<file path="src/rtl/pkt_hdr_pkg.sv">
package pkt_hdr_pkg;
  localparam int WORD_BYTES = 4;
  localparam int WORD_W     = 8 * WORD_BYTES;
  localparam int DT_W       = 6;
  localparam int WC_W       = 16;
  localparam int CHK_W      = 6;
  localparam int PROT_W     = 24;
  localparam int CRC_W      = 16;

  // Column of the check matrix for protected bit idx: idx-th odd-weight (>=3) code.
  function automatic logic [CHK_W-1:0] chk_col(input int idx);
    int n;
    logic [CHK_W-1:0] r;
    n = 0;
    r = '0;
    for (int v = 0; v < (1 << CHK_W); v++) begin
      if (($countones(CHK_W'(v)) % 2 == 1) && ($countones(CHK_W'(v)) >= 3)) begin
        if (n == idx) r = CHK_W'(v);
        n++;
      end
    end
    return r;
  endfunction

  function automatic logic [CHK_W-1:0] chk_gen(input logic [PROT_W-1:0] d);
    logic [CHK_W-1:0] c;
    c = '0;
    for (int i = 0; i < PROT_W; i++)
      if (d[i]) c = c ^ chk_col(i);
    return c;
  endfunction
endpackage

</file>
<file path="src/rtl/pkt_hdr_ecc.sv">
module pkt_hdr_ecc
  import pkt_hdr_pkg::*;
(
  input  logic [PROT_W-1:0] raw,
  input  logic [CHK_W-1:0]  rx_chk,
  output logic [PROT_W-1:0] fixed,
  output logic              single,
  output logic              double
);
  logic [CHK_W-1:0] syn;
  logic             odd;

  assign syn    = chk_gen(raw) ^ rx_chk;
  assign odd    = ^syn;
  assign single = (syn != '0) && odd;
  assign double = (syn != '0) && !odd;

  for (genvar i = 0; i < PROT_W; i++) begin : g_fix
    assign fixed[i] = raw[i] ^ (syn == chk_col(i));
  end
endmodule

</file>
<file path="src/rtl/pkt_hdr_pay.sv">
module pkt_hdr_pay
  import pkt_hdr_pkg::*;
(
  input  logic                  clk,
  input  logic                  rst_n,
  input  logic                  start,
  input  logic [WC_W-1:0]       start_wc,
  input  logic [WORD_W-1:0]     in_data,
  input  logic                  in_valid,
  output logic                  in_ready,
  output logic                  busy,
  output logic [WORD_W-1:0]     out_data,
  output logic [WORD_BYTES-1:0] out_keep,
  output logic                  out_last,
  output logic                  out_valid,
  input  logic                  out_ready,
  output logic                  crc_valid,
  output logic [CRC_W-1:0]      crc_rx
);
  localparam int CNT_W = WC_W + 1;

  logic [CNT_W-1:0]      base;
  logic [WC_W-1:0]       wc_r;
  logic [CNT_W-1:0]      wc_x;
  logic                  has_pay, end_word, acc;
  logic [WORD_BYTES-1:0] hit_lo, hit_hi;
  logic [7:0]            crc_lo, crc_hi;

  assign wc_x     = {1'b0, wc_r};
  assign has_pay  = base < wc_x;
  assign out_last = (base + CNT_W'(WORD_BYTES)) >= wc_x;
  assign end_word = (base + CNT_W'(WORD_BYTES)) >= (wc_x + CNT_W'(2));
  assign in_ready = !has_pay || out_ready;
  assign out_valid = busy && in_valid && has_pay;
  assign out_data = in_data;
  assign acc      = busy && in_valid && in_ready;
  assign crc_rx   = {crc_hi, crc_lo};

  for (genvar k = 0; k < WORD_BYTES; k++) begin : g_lane
    assign out_keep[k] = (base + CNT_W'(k)) < wc_x;
    assign hit_lo[k]   = acc && ((base + CNT_W'(k)) == wc_x);
    assign hit_hi[k]   = acc && ((base + CNT_W'(k)) == (wc_x + CNT_W'(1)));
  end

  always_ff @(posedge clk or negedge rst_n) begin
    if (!rst_n) begin
      busy      <= 1'b0;
      base      <= '0;
      wc_r      <= '0;
      crc_lo    <= '0;
      crc_hi    <= '0;
      crc_valid <= 1'b0;
    end else begin
      crc_valid <= 1'b0;
      if (start) begin
        busy <= 1'b1;
        base <= '0;
        wc_r <= start_wc;
      end else if (acc) begin
        base <= base + CNT_W'(WORD_BYTES);
        for (int k = 0; k < WORD_BYTES; k++) begin
          if (hit_lo[k]) crc_lo <= in_data[8*k +: 8];
          if (hit_hi[k]) crc_hi <= in_data[8*k +: 8];
        end
        if (end_word) begin
          busy      <= 1'b0;
          crc_valid <= 1'b1;
        end
      end
    end
  end
endmodule

</file>
<file path="src/rtl/pkt_hdr_dec.sv">
module pkt_hdr_dec
  import pkt_hdr_pkg::*;
#(
  parameter logic [DT_W-1:0] LONG_DT_MIN = 6'h10,
  parameter logic [DT_W-1:0] EMBED_DT    = 6'h12
) (
  input  logic                  clk,
  input  logic                  rst_n,
  input  logic [WORD_W-1:0]     in_data,
  input  logic                  in_sop,
  input  logic                  in_valid,
  output logic                  in_ready,
  input  logic                  vc_ext_en,
  output logic                  hdr_valid,
  output logic [DT_W-1:0]       hdr_dt,
  output logic [3:0]            hdr_vc,
  output logic [WC_W-1:0]       hdr_wc,
  output logic                  hdr_long,
  output logic                  hdr_embedded,
  output logic [7:0]            hdr_ecc,
  output logic                  hdr_fix,
  output logic                  err_dbl,
  output logic [WORD_W-1:0]     out_data,
  output logic [WORD_BYTES-1:0] out_keep,
  output logic                  out_last,
  output logic                  out_valid,
  input  logic                  out_ready,
  output logic                  crc_valid,
  output logic [CRC_W-1:0]      crc_rx
);
  logic [PROT_W-1:0] prot_fix;
  logic              sgl, dbl, busy, pay_ready, hdr_acc, is_long, pay_start;
  logic [DT_W-1:0]   dt_fix;
  logic [1:0]        vc_base, vc_ext;
  logic [WC_W-1:0]   wc_fix;

  pkt_hdr_ecc u_ecc (
    .raw    (in_data[PROT_W-1:0]),
    .rx_chk (in_data[PROT_W +: CHK_W]),
    .fixed  (prot_fix),
    .single (sgl),
    .double (dbl)
  );

  assign dt_fix    = prot_fix[DT_W-1:0];
  assign vc_base   = prot_fix[7:6];
  assign wc_fix    = prot_fix[PROT_W-1:8];
  assign vc_ext    = in_data[WORD_W-1 -: 2];
  assign is_long   = dt_fix >= LONG_DT_MIN;
  assign in_ready  = busy ? pay_ready : 1'b1;
  assign hdr_acc   = in_valid && in_sop && !busy;
  assign pay_start = hdr_acc && !dbl && is_long;

  pkt_hdr_pay u_pay (
    .clk       (clk),
    .rst_n     (rst_n),
    .start     (pay_start),
    .start_wc  (wc_fix),
    .in_data   (in_data),
    .in_valid  (in_valid),
    .in_ready  (pay_ready),
    .busy      (busy),
    .out_data  (out_data),
    .out_keep  (out_keep),
    .out_last  (out_last),
    .out_valid (out_valid),
    .out_ready (out_ready),
    .crc_valid (crc_valid),
    .crc_rx    (crc_rx)
  );

  always_ff @(posedge clk or negedge rst_n) begin
    if (!rst_n) begin
      hdr_valid    <= 1'b0;
      hdr_fix      <= 1'b0;
      err_dbl      <= 1'b0;
      hdr_dt       <= '0;
      hdr_vc       <= '0;
      hdr_wc       <= '0;
      hdr_long     <= 1'b0;
      hdr_embedded <= 1'b0;
      hdr_ecc      <= '0;
    end else begin
      hdr_valid <= hdr_acc && !dbl;
      hdr_fix   <= hdr_acc && !dbl && sgl;
      if (hdr_acc && dbl) err_dbl <= 1'b1;
      if (hdr_acc && !dbl) begin
        hdr_dt       <= dt_fix;
        hdr_vc       <= {(vc_ext_en ? vc_ext : 2'b00), vc_base};
        hdr_wc       <= wc_fix;
        hdr_long     <= is_long;
        hdr_embedded <= (dt_fix == EMBED_DT);
        hdr_ecc      <= in_data[WORD_W-1 -: 8];
      end
    end
  end
endmodule

</file>
<file path="config.mk">
export PLATFORM = sky130hd
export DESIGN_NAME = pkt_hdr_dec
export DESIGN_NICKNAME = d
export VERILOG_FILES = /design/src/rtl/pkt_hdr_pkg.sv /design/src/rtl/pkt_hdr_ecc.sv /design/src/rtl/pkt_hdr_pay.sv /design/src/rtl/pkt_hdr_dec.sv
export SDC_FILE = /design/constraint.sdc
export NUM_CORES = 1
export LEC_CHECK = 0
export ABC_CLOCK_PERIOD_IN_PS = 11850
export BUFFER_PORTS_ARGS = -buffer_cell sky130_fd_sc_hd__buf_2
export CORE_MARGIN = 2
export CORE_UTILIZATION = 45
export DETAILED_ROUTE_END_ITERATION = 10
export GPL_ROUTABILITY_DRIVEN = 0
export PLACE_DENSITY = 0.66
export SLEW_MARGIN = 40
export SYNTH_ARGS = -nofsm -noshare
export SYNTH_HDL_FRONTEND = slang
export SYNTH_SLANG_ARGS = --single-unit
</file>
<file path="constraint.sdc">
create_clock -name clk -period 11.85 [get_ports clk]
set_clock_uncertainty 0.05 [all_clocks]
set_input_delay 0 -clock clk [delete_from_list [all_inputs] [get_ports clk]]
set_output_delay 0 -clock clk [all_outputs]
set_load 0.05 [all_outputs]
</file>
Word level (Yosys, flattened, before mapping)
Index checks and enable logic that the tools add are counted.
{ "word_totals": {"ram_bits": 0, "elab_cells": 2584, "romBits": 0, "mem_count": 0, "reg_bits": 90, "output_inout_bits": 95, "input_bits": 38, "latch_bits": 0} }
{ "op_classes": {"n_shift": 0, "mux": 1265, "n_addsub": 582, "n_lt_le_gt_ge": 7, "n_bitwise": 49, "div_mod_pow": 0, "n_mul": 0, "n_reduce_logical": 58, "n_eq_ne": 608} }
{ "op_table": {"columns": ["op", "count"], "rows": [
  ["$mux W32", 600],
  ["$add A32 B2 Y32 const B", 576],
  ["$eq A32 B5 Y1 const B", 200],
  ["$eq A32 B6 Y1 const B", 200],
  ["$eq A32 B4 Y1 const B", 100],
  ["$mux W6", 407],
  ["$eq A32 B3 Y1 const B", 50],
  ["$mux W5", 168],
  ["$eq A32 B2 Y1 const B", 25],
  ["$logic_not A32 Y1", 25],
  ["$mux W4", 72],
  ["$xor A6 B6 Y6", 24],
  ["$eq A6 B6 Y1 const B", 13],
  ["$eq A17 B16 Y1", 4],
  ["$eq A17 B17 Y1", 4],
  ["$lt A17 B16 Y1", 4],
  ["$mux W8", 8],
  ["$eq A6 B5 Y1 const B", 8],
  ["$add A17 B2 Y17 const B", 2],
  ["$mux W17", 2],
  ["$xor A1 B1 Y1", 24],
  ["$logic_and A1 B1 Y1", 19],
  ["$eq A6 B4 Y1 const B", 3],
  ["$add A16 B1 Y17 const B", 1],
  ["other kinds (18)", 30]
]} }

Longest topological paths before layout
{ "depth": {"ltp_word": 107, "mapped_depth": 16, "ltp_nobuf": 14} }

Cells and area by module
Synthesis repeated with hierarchy kept, for this count alone.
{ "hier_totals": {"hier_cells": 931, "hier_area_um2": 8454.4} }
{ "modules_own_cells": {"columns": ["mod", "area_each_um2", "cells_each", "seq_area_each_um2", "instances"], "rows": [
  ["pkt_hdr_pay", 5705.5, 704, 1226.2, 1],
  ["pkt_hdr_dec", 1647.8, 94, 975.9, 1],
  ["pkt_hdr_ecc", 1101.1, 133, 0.0, 1]
]} }

Least setup slack after synthesis
No wires, ideal clock.
{ "synth_path": {"kind": "reg-to-reg", "start": "register u_pay.wc_r[3]", "end": "register u_pay.crc_lo[0]", "period_less_slack_ps": 3720, "arrival_time_ps": 3544, "setup_time_ps": 126, "stages_incl_launch_ff": 16, "n_path_buf": 4, "slack_ps": 8130, "required_time_ps": 11674, "cell_sequence": "dfrtp_1 clkbuf_1 inv_1 ha_1 a21o_1 a221oi_1 o221ai_1 a2111oi_0 a21o_1 buf_2 a21o_1 buf_2 or2_2 clkbuf_1 a211oi_1 a221o_1"} }
{ "synth_between": {"elab_chain_cells": 8, "elab_cells_between_ends": 17, "classes_between": "order compare (1); eq/ne (4); mux (3); reduce/logical (9)"} }
{ "synth_lines": {"columns": ["item", "line", "source"], "rows": [
  ["from (decl)", "pkt_hdr_pay.sv:23", "logic [WC_W-1:0] wc_r;"],
  ["from (signal assigned)", "pkt_hdr_pay.sv:58", "wc_r <= start_wc;"],
  ["$lt A17 B16 Y1 *", "pkt_hdr_pay.sv:30", "assign has_pay = base < wc_x;"],
  ["via u_pay.has_pay", "pkt_hdr_pay.sv:25", "logic has_pay, end_word, acc;"],
  ["$logic_not A1 Y1 *", "pkt_hdr_pay.sv:33", "assign in_ready = !has_pay || out_ready;"],
  ["$logic_or A1 B1 Y1 *", "pkt_hdr_pay.sv:33", null],
  ["$logic_and A1 B1 Y1 *", "pkt_hdr_pay.sv:36", "assign acc = busy && in_valid && in_ready;"],
  ["$logic_and A1 B1 Y1", "pkt_hdr_pay.sv:41", "assign hit_lo[k] = acc && ((base + CNT_W'(k)) == wc_x);"],
  ["$mux W8 (3 in a row)", "pkt_hdr_pay.sv:62", "if (hit_lo[k]) crc_lo <= in_data[8*k +: 8];"],
  ["to (signal assigned)", "pkt_hdr_pay.sv:62", null],
  ["to (decl)", "pkt_hdr_pay.sv:27", "logic [7:0] crc_lo, crc_hi;"]
]} }
The timed path passes the listed nets; every way through them passes the cells marked *.
A chain may end at the register's enable or synchronous reset.

Worst setup path in the final report
{ "layout_path": {"start": "input port in_data[24]", "end": "register u_pay.base[9]"} }
{ "layout_between": {"elab_chain_cells": 8, "elab_cells_between_ends": 23, "classes_between": "order compare (1); eq/ne (6); mux (1); bitwise (7); reduce/logical (8)"} }
{ "layout_lines": {"columns": ["item", "line", "source"], "rows": [
  ["from (decl)", "pkt_hdr_dec.sv:9", "input logic [WORD_W-1:0] in_data,"],
  ["$xor A6 B6 Y6 *", "pkt_hdr_ecc.sv:13", "assign syn = chk_gen(raw) ^ rx_chk;"],
  ["parallel branches: the longest is 5 deep, another holds $ge A6 B5 Y1", null, null],
  ["$logic_and A1 B1 Y1 *", "pkt_hdr_dec.sv:52", "assign pay_start = hdr_acc && !dbl && is_long;"],
  ["$mux W17 / $reduce_bool A2 Y1 (equally long branches)", null, null],
  ["to (signal assigned)", "pkt_hdr_pay.sv:60", "base <= base + CNT_W'(WORD_BYTES);"],
  ["to (decl)", "pkt_hdr_pay.sv:22", "logic [CNT_W-1:0] base;"]
]} }
Mark *: on every way between the ends.

==> run metrics <==
status completed; worst path arrival time 4.70 ns; Vias 6803; CP Max Fanout 66; Area growth syn-to-layout 10.8%; Multi-input gate area 5160 µm²; top post-synthesis cells by area dfrtp_1, ha_1, xnor2_1, nand2_1, o21ai_0; mean post-synth cell area 8.57 µm²; Root Buffer Master clkbuf_16; Initial DRC Count 479; initial core utilization 0.461; Hold Path End hdr_dt[0]; hpwl dp 17400 µm; top cells by count, synth nand2_1, dfrtp_1, ha_1, o21ai_0, xnor2_1; RSZ-0062 raised after global routing no; # fillers 1635; max-slew violation count 0; share of cells above drive strength 1 0.184; CTS tree built; final worst path period need 4.48 ns; Post-synth EDFFs 0; reg2reg end u_pay.crc_lo[5]; f_max 223 MHz; antenna violation net count after detailed routing 0; power density cells 264 nW/µm²; leak pwr 4.42 nW; first-pass GRT wire length 35600 µm; Sw Ratio 0.535; Synth top area share 0.275; # rows 48; Final Hold Fails 0; final hold slack 0.0495 ns; ys flop type dfrtp_1; post-cts gate resize count 0; clock slew at reported path FFs 0.08 ns; Worst setup EP type flip-flop; Net Sw Power 1.25 mW; DR DRC count 0; vias in the first global route 6520; Power Internal 1.09 mW; initial antenna violation count 0; largest area contributor in the netlist dfrtp_1; Async SR Flop Fraction 1.00; Synth warnings 0; RR Startpoint u_pay.wc_r[3]; post-synthesis sequential area ratio 0.275; Final Setup Violations 0; Final Cycle Share 0.378; CTS sink count 88; Reg area 2200 µm²; hold path depth 3; global route overflow 0; I/O Pins 133; Via density 5.63; largest net degree at the start of global routing 67; actual slew at the worst max-slew pin 0.802 ns; Comb pwr share 0.636; Worst setup SP type primary input; Post-layout nets 1094; Yosys cell types 64; VDD IR max 0.129 mV; min-delay src in_data[0]; final setup TNS 0 ns; DR pass1 iterations 4; max_slew headroom 0.465; Reg2Reg Setup Slack 7.52 ns; Mapped Cells 933; Flop pwr share 0.226; maximum buffer depth of the clock tree 2; Die Span X 137 µm; Critical Path RT 12.07 ns; n_diodes 0; GRT Overall Usage 0.250; post-synthesis register bit count 88; WL per Instance 19.1 µm; CORE AREA 17400 µm²; Clk pwr share 0.138; total length of routed wires 23100 µm; H-tree levels 3; Synthesized Nets 1047; HP Class primary input to flip-flop; mapped cell area 8000 µm²; count leader, synth nand2_1; max-cap violations 0; CTS Buf Count 9; Die H 137 µm; Worst R2R Path Depth 11; kind of critical path primary input to flip-flop; port buffer count 132; die area 18900 µm²; Clk Latency, worst-skew pair 0.36 ns
final cells by class:
cell class	count	area share
timing repair buffer	146	0.0905
tap	225	0.0318
inverter	27	0.0114
sequential	88	0.248
multi-input combinational	708	0.582
clock inverter	6	0.0104
clock buffer	9	0.0254
how the worst max path moves through the flow:
stage / startpoint / end / slack, ns
floorplan: u_pay.wc_r[3] / u_pay.crc_lo[0] / 8.13
global placement: u_pay.wc_r[3] / u_pay.crc_lo[6] / 7.22
detailed placement: u_pay.wc_r[3] / u_pay.crc_lo[5] / 7.42
CTS: u_pay.wc_r[3] / u_pay.crc_lo[5] / 7.41
global route: in_data[24] / u_pay.base[2] / 7.13
finish: in_data[24] / u_pay.base[9] / 7.37
per-stage QoR:
step	power, mW	setup WS [ns]	util	instances	area [µm²]
global placement	1.98	7.22	0.484	1182	8400
finish	2.34	7.37	0.511	1209	8860
global route	2.50	7.13	0.511	1209	8860
CTS	2.33	7.41	0.510	1209	8850
floorplan	1.64	8.13	-	933	8000
detailed placement	2.00	7.42	0.485	1182	8420
logic make-up after synthesis:
kind of cell | synth area share
adders and majority gates | 0.120
AOI/OAI and AO/OA | 0.151
DFF | 0.275
and+or+nand+nor | 0.175
buffers and inverters | 0.0832
xor gates and xnor gates | 0.148
muxes | 0.0482
timing repair:
| item | 4_1_cts | 5_1_grt |
|---|---|---|
| endpoints found under the hold margin | 45 | 0 |
| hold buffers | 12 | 0 |
| buffers inserted | 0 | 0 |
power groups by stage:
stage	clock [mW]	sequential, mW	combinational [mW]
floorplan	0	0.745	0.896
global placement	0	0.529	1.46
detailed placement	0	0.528	1.47
CTS	0.328	0.525	1.48
global route	0.341	0.543	1.62
finish	0.322	0.528	1.49
sequential cells by signal (all words and copies together), names as in the netlist:
| name | cells |
|---|---|
| hdr_dt | 6 |
| u_pay.base | 15 |
| hdr_embedded | 1 |
| err_dbl | 1 |
| hdr_fix | 1 |
| hdr_wc | 16 |
| hdr_vc | 4 |
| hdr_ecc | 8 |
| hdr_valid | 1 |
| u_pay.crc_hi | 8 |
| u_pay.wc_r | 16 |
| u_pay.crc_valid | 1 |
| hdr_long | 1 |
| u_pay.busy | 1 |
| u_pay.crc_lo | 8 |
cell usage in the layout (no fill, tap or decap), types with 14 or more instances in the layout:
| cell type | instances |
|---|---|
| xor2_1 | 38 |
| dfrtp_1 | 88 |
| a21oi_1 | 33 |
| ha_1 | 75 |
| nand2_1 | 117 |
| mux2_2 | 20 |
| nand3_1 | 43 |
| nand4_1 | 14 |
| mux2i_1 | 16 |
| nor2_1 | 50 |
| xnor2_1 | 63 |
| a21o_1 | 29 |
| inv_1 | 26 |
| o21ai_0 | 69 |
| buf_2 | 131 |
routing by layer:
| metal | up-vias | part of all wire | track usage |
|---|---|---|---|
| met5 | - | 0 | 0 |
| met4 | 0 | 0.034 | 0.0962 |
| met3 | 47 | 0.063 | 0.0438 |
| met2 | 283 | 0.47 | 0.409 |
| met1 | 3176 | 0.44 | 0.328 |
| li1 | 3297 | - | - |
critical path, cell delays in order:
cell	delay (ns)
dlygate4sd3_1	0.54
buf_2	0.17
xnor3_1	0.36
xnor2_1	0.23
xnor2_1	0.16
xnor2_1	0.56
ha_1	0.36
xor2_1	0.17
xnor2_1	0.53
a211o_2	0.23
buf_4	0.45
a21o_4	0.44
and2_1	0.27
o21ai_1	0.09
o31ai_1	0.09
(Power assumes the default switching activity.)
